## src/rtl/tbtap_pkg.sv

```systemverilog
package tbtap_pkg;

  typedef enum logic {
    MODE_INTERVAL = 1'b0,
    MODE_WATCHDOG = 1'b1
  } tap_mode_e;

  // Computed tap position: top bit index minus the joined period code.
  function automatic int unsigned ext_tap_index(input int unsigned msb,
                                                input int unsigned code);
    return msb - code;
  endfunction

  // Rising edge of one bit between two consecutive samples.
  function automatic logic bit_rose(input logic now_bit, input logic old_bit);
    return now_bit & ~old_bit;
  endfunction

endpackage

```

## src/rtl/tbtap_index_sel.sv

```systemverilog
module tbtap_index_sel #(
  parameter int unsigned TB_W    = 64,
  parameter int unsigned PER_W   = 2,
  parameter int unsigned EXT_W   = 4,
  parameter int unsigned LUT_BIT [(1<<PER_W)] = '{17, 21, 25, 29},
  localparam int unsigned IDX_W  = $clog2(TB_W),
  localparam int unsigned SLOTS  = 1 << PER_W,
  localparam int unsigned CODE_W = PER_W + EXT_W
) (
  input  logic [PER_W-1:0] period_sel,
  input  logic [EXT_W-1:0] period_ext,
  input  logic             ext_mode,
  output logic [IDX_W-1:0] tap_index
);
  import tbtap_pkg::*;

  logic [IDX_W-1:0]  lut [SLOTS];
  logic [CODE_W-1:0] code;
  logic [IDX_W-1:0]  ext_idx;

  for (genvar g = 0; g < SLOTS; g++) begin : g_lut
    assign lut[g] = IDX_W'(LUT_BIT[g]);
  end

  assign code    = {period_ext, period_sel};
  assign ext_idx = IDX_W'(ext_tap_index(TB_W - 1, 32'(code)));

  always_comb begin
    if (ext_mode) tap_index = ext_idx;
    else          tap_index = lut[period_sel];
  end

endmodule

```

## src/rtl/tbtap_edge_det.sv

```systemverilog
module tbtap_edge_det #(
  parameter int unsigned TB_W  = 64,
  localparam int unsigned IDX_W = $clog2(TB_W)
) (
  input  logic             clk,
  input  logic             rst_n,
  input  logic [TB_W-1:0]  time_base,
  input  logic [IDX_W-1:0] tap_index,
  output logic             edge_raw,
  output logic             primed
);
  import tbtap_pkg::*;

  logic [TB_W-1:0] prev_q;
  logic            primed_q;

  always_ff @(posedge clk) begin
    if (!rst_n) begin
      prev_q   <= '0;
      primed_q <= 1'b0;
    end else begin
      prev_q   <= time_base;
      primed_q <= 1'b1;
    end
  end

  // Both samples are read at the index chosen now, so a retap is exact.
  assign edge_raw = primed_q & bit_rose(time_base[tap_index], prev_q[tap_index]);
  assign primed   = primed_q;

endmodule

```

## src/rtl/tbtap_event_gate.sv

```systemverilog
module tbtap_event_gate (
  input  logic clk,
  input  logic rst_n,
  input  logic edge_raw,
  input  logic status_pending,
  input  logic rearm,
  input  logic wdog_mode,
  output logic interval_set,
  output logic watchdog_set
);
  import tbtap_pkg::*;

  tap_mode_e mode;
  logic      fire;
  logic      int_q;
  logic      wd_q;

  assign mode = tap_mode_e'(wdog_mode);
  assign fire = edge_raw & (~status_pending | rearm);

  always_ff @(posedge clk) begin
    if (!rst_n) begin
      int_q <= 1'b0;
      wd_q  <= 1'b0;
    end else begin
      int_q <= fire & (mode == MODE_INTERVAL);
      wd_q  <= fire & (mode == MODE_WATCHDOG);
    end
  end

  assign interval_set = int_q;
  assign watchdog_set = wd_q;

endmodule

```

## src/rtl/tbtap_timer.sv

```systemverilog
module tbtap_timer #(
  parameter int unsigned TB_W    = 64,
  parameter int unsigned PER_W   = 2,
  parameter int unsigned EXT_W   = 4,
  parameter int unsigned LUT_BIT [(1<<PER_W)] = '{17, 21, 25, 29},
  localparam int unsigned IDX_W  = $clog2(TB_W)
) (
  input  logic             clk,
  input  logic             rst_n,
  input  logic [TB_W-1:0]  time_base,
  input  logic [PER_W-1:0] period_sel,
  input  logic [EXT_W-1:0] period_ext,
  input  logic             ext_mode,
  input  logic             wdog_mode,
  input  logic             status_pending,
  input  logic             rearm,
  output logic             interval_set,
  output logic             watchdog_set,
  output logic [IDX_W-1:0] tap_index
);

  logic edge_raw;
  logic primed;

  tbtap_index_sel #(
    .TB_W(TB_W), .PER_W(PER_W), .EXT_W(EXT_W), .LUT_BIT(LUT_BIT)
  ) u_index (
    .period_sel (period_sel),
    .period_ext (period_ext),
    .ext_mode   (ext_mode),
    .tap_index  (tap_index)
  );

  tbtap_edge_det #(.TB_W(TB_W)) u_edge (
    .clk       (clk),
    .rst_n     (rst_n),
    .time_base (time_base),
    .tap_index (tap_index),
    .edge_raw  (edge_raw),
    .primed    (primed)
  );

  tbtap_event_gate u_gate (
    .clk            (clk),
    .rst_n          (rst_n),
    .edge_raw       (edge_raw),
    .status_pending (status_pending),
    .rearm          (rearm),
    .wdog_mode      (wdog_mode),
    .interval_set   (interval_set),
    .watchdog_set   (watchdog_set)
  );

endmodule

```

## config.mk

```make
export PLATFORM = sky130hd
export DESIGN_NAME = tbtap_timer
export DESIGN_NICKNAME = d
export VERILOG_FILES = /design/src/rtl/tbtap_pkg.sv /design/src/rtl/tbtap_index_sel.sv /design/src/rtl/tbtap_edge_det.sv /design/src/rtl/tbtap_event_gate.sv /design/src/rtl/tbtap_timer.sv
export SDC_FILE = /design/constraint.sdc
export NUM_CORES = 1
export LEC_CHECK = 0
export CELL_PAD_IN_SITES_DETAIL_PLACEMENT = 0
export CELL_PAD_IN_SITES_GLOBAL_PLACEMENT = 1
export CORE_MARGIN = 2
export CORE_UTILIZATION = 38
export CTS_CLUSTER_SIZE = 8
export DETAILED_ROUTE_END_ITERATION = 8
export GPL_TIMING_DRIVEN = 0
export PLACE_DENSITY = 0.9
export SETUP_SLACK_MARGIN = 0.2
export SYNTH_ARGS = -nofsm -noshare
export SYNTH_HDL_FRONTEND = slang
export SYNTH_SLANG_ARGS = --single-unit
```

## constraint.sdc

```tcl
create_clock -name clk -period 3.4 [get_ports clk]
set_input_delay 0.85 -clock clk [delete_from_list [all_inputs] [get_ports clk]]
set_output_delay 0.85 -clock clk [all_outputs]
set_load 0.05 [all_outputs]
```

==> flow_summary.ini <==
[synthesis]
synth_top_family_by_area = simple AND/OR/NAND/NOR gates
netlist_area_sq_mm = 0.003035
synthCells = 328
synthSimpleGateAreaFrac_pct = 34.87
ys_seq_elements = 67
yosys_most_used_dff = dfxtp_1
synthMuxAreaShare_pct = 0.7420
synth_compound_area_share_pct = 14.18
synth.avg_cell_area_sq_um = 9.254
yosys.area_share.adder_pct = 0
seq_area_frac_synth_pct = 44.19
synth_async_sr_flop_share_pct = 0
ys_warn_count = 0
synth-edff-count = 0
synth_nets = 404
ys_types = 48
synth-xor-area-share_pct = 0

[global_routing]
top_usage_layer = met2
met2_usage_pct = 32.13
grtUsageMet3_pct = 5.238
grtUsageTotal_pct = 20.63
grt_pass1_vias = 2695
antenna_found_initial = 0
grtUsageMet1_pct = 26.38
overflow = 0
grt_pass1_wl_um = 13520
grt_max_degree = 12

[detailed_routing]
drt-pass1-iter-count = 4
wl_per_cell_um = 15.85
drt_iter0_drc = 192
remaining_drc_errors = 0
avgViaCountPerCell = 5.106
antenna_left = 0
vias = 2696
wl_um = 8370

[floorplan]
io_pins = 84
die_h_um = 93.38
die_w_um = 93.38
die_area_sq_mm = 0.008719
rows = 32
core_sq_mm = 0.007727
start_util_pct = 39.28

[place]
routabilityCongestion = 0.8003
dp_hpwl_um = 6157
port_buffers = 82

[cts]
cts_hold_buf = 0
clock_path_buffers = 2
tritoncts = built
cts_made_buffers = 9
clkSlewWorstSetupHoldPaths_ns = 0.07
root_buffer = clkbuf_8
clkLatencyLatePin_ns = 0.35
postCtsSetupBuffers = 0
cts_sinks = 67
htree_levels = 3

[sta]
hold_viol = 0
rsz0062_at_grt = no
tightestPinTransition_ns = 0.6633
skew_ns = 0.006457
slew_viol_final = 0
slew_headroom_pct = 55.61
fmax_mhz = 324.2
setup_viol = 0
min_period_ns = 3.084
min_period_over_period_pct = 90.71
tns_ns = 0

[layout]
most-common-layout-cells = clkdlybuf4s50_1, dfxtp_1, and2_1, inv_1, nor3b_1
final_common_cell = clkdlybuf4s50_1
fillCellCount = 724
nets = 497
antennaDiodeCount = 0
area_growth_pct = 37.80
drive_above_1_share_pct = 10.80

[critical_path]
required_ns = 2.55
cp.arrival_ns = 2.23
crit_fanout = 10
worstSetupStartpointType = input pin
crit_type = in2out
r2r_slack_ns = 1.56
worstRegToRegCells = 5
r2r_end = u_gate.watchdog_set
crit_path_end_kind = primary output
r2r-start = u_edge.primed

[pwr]
power_density_mw_per_mm2 = 431.9
leakage_nw = 1.612
power_mw = 1.806
irDropWorstVdd_uv = 263.4

[worst_hold_path]
whs_path_depth = 4
min_to = u_gate.interval_set
min_path_type = reg2reg
min_from = u_edge.prev_q[51]

[flow_run]
drv_cap = 0

[run_status]
status = finished clean
[power breakdown]
group | switching (mW) | internal, mW | leakage [nW]
Combinational | 0.147 | 0.164 | 0.955
Sequential | 0.0110 | 0.827 | 0.558
Clock | 0.302 | 0.355 | 0.0991
[stage by stage]
step / hold slack [ns] / area (sq um) / setup slack, ns / instances / util, %
6_report: 0.8452 / 4183 / 0.3159 / 528 / 54.13
5_1_grt: 0.8895 / 4183 / 0.2663 / 528 / 54.13
4_1_cts: 0.8301 / 4175 / 0.1933 / 528 / 54.03
3_5_place_dp: 0.8213 / 3984 / -0.4484 / 512 / 51.55
3_3_place_gp: 0.7969 / 3984 / -0.4321 / 512 / 51.55
2_1_floorplan: 0.7148 / 3035 / 0.6523 / 328 / -
[cells by family (layout without fill, tap and decap cells)]
group                  count (synthesis)  after routing
flip-flops                            67             67
AO/OA/AOI/OAI                         59             59
AND/OR/NAND/NOR                      162            162
multiplexers                           1              1
buffers and inverters                 39            137
[critical path: stages]
cell and delay (ns):
clkdlybuf4s50_1 0.48, nand2b_1 0.19, buf_2 0.27, inv_1 0.10, clkdlybuf4s15_2 0.34
[Yosys cell counts (2+ instances only)]
cell,n,area share [%]
nor2b_1,2,0.41
nand2_1,12,1.5
nand3b_1,12,3.0
o32ai_1,5,1.4
and2_1,65,13
nand2b_1,16,3.3
and4bb_1,2,0.82
and4bb_2,2,0.82
or3b_1,2,0.58
nor2_1,12,1.5
a311oi_1,3,0.87
clkbuf_1,9,1.1
a31oi_1,9,1.9
a22oi_1,11,2.7
buf_6,3,1.1
nor4b_1,4,1.2
or2_2,2,0.41
nand4b_1,2,0.58
nor3b_1,17,4.2
dfxtp_1,67,44
buf_2,4,0.66
o21ai_0,11,1.8
inv_1,20,2.5
o221ai_1,5,1.4
buf_4,2,0.49
nor4_1,4,0.82
a21oi_1,3,0.49
a211oi_1,2,0.49
[flip-flops by register name, summed over array words and instances, names as in the netlist]
name and count:
u_edge.prev_q 64, u_edge.primed 1, u_gate.interval_set 1, u_gate.watchdog_set 1
[worst max path at each step]
stage	startpoint	endpoint	slack, ns
finish	period_sel[1]	tap_index[1]	0.32
floorplan	period_sel[1]	tap_index[3]	0.65
global placement	period_sel[0]	tap_index[0]	-0.43
detailed placement	period_sel[0]	tap_index[0]	-0.45
CTS	ext_mode	tap_index[0]	0.19
global route	period_sel[1]	tap_index[1]	0.27
[layout make-up]
type / instances / area, sq um / share of cell area (%)
repair buffers: 82 / 809.5 / 19.35
well taps: 102 / 127.6 / 3.051
clock inverters: 5 / 52.55 / 1.256
flip-flops and latches: 67 / 1341 / 32.07
plain buffers: 19 / 111.4 / 2.662
inverters: 20 / 78.83 / 1.885
multi-input cells: 222 / 1520 / 36.34
clock buffers: 11 / 141.4 / 3.380
[layer usage]
layer  vias up  wire length, um
met5         -                0
met4         0              243
met3        15              582
met2        87             3912
met1      1254             3632
li1       1340                -
[repair_timing]
action,4_1_cts,5_1_grt
endpoints found under the setup margin,6,5
gates resized for setup,26,8
endpoints found under the hold margin,0,0
Note: power is estimated with default switching activity, not from simulation.
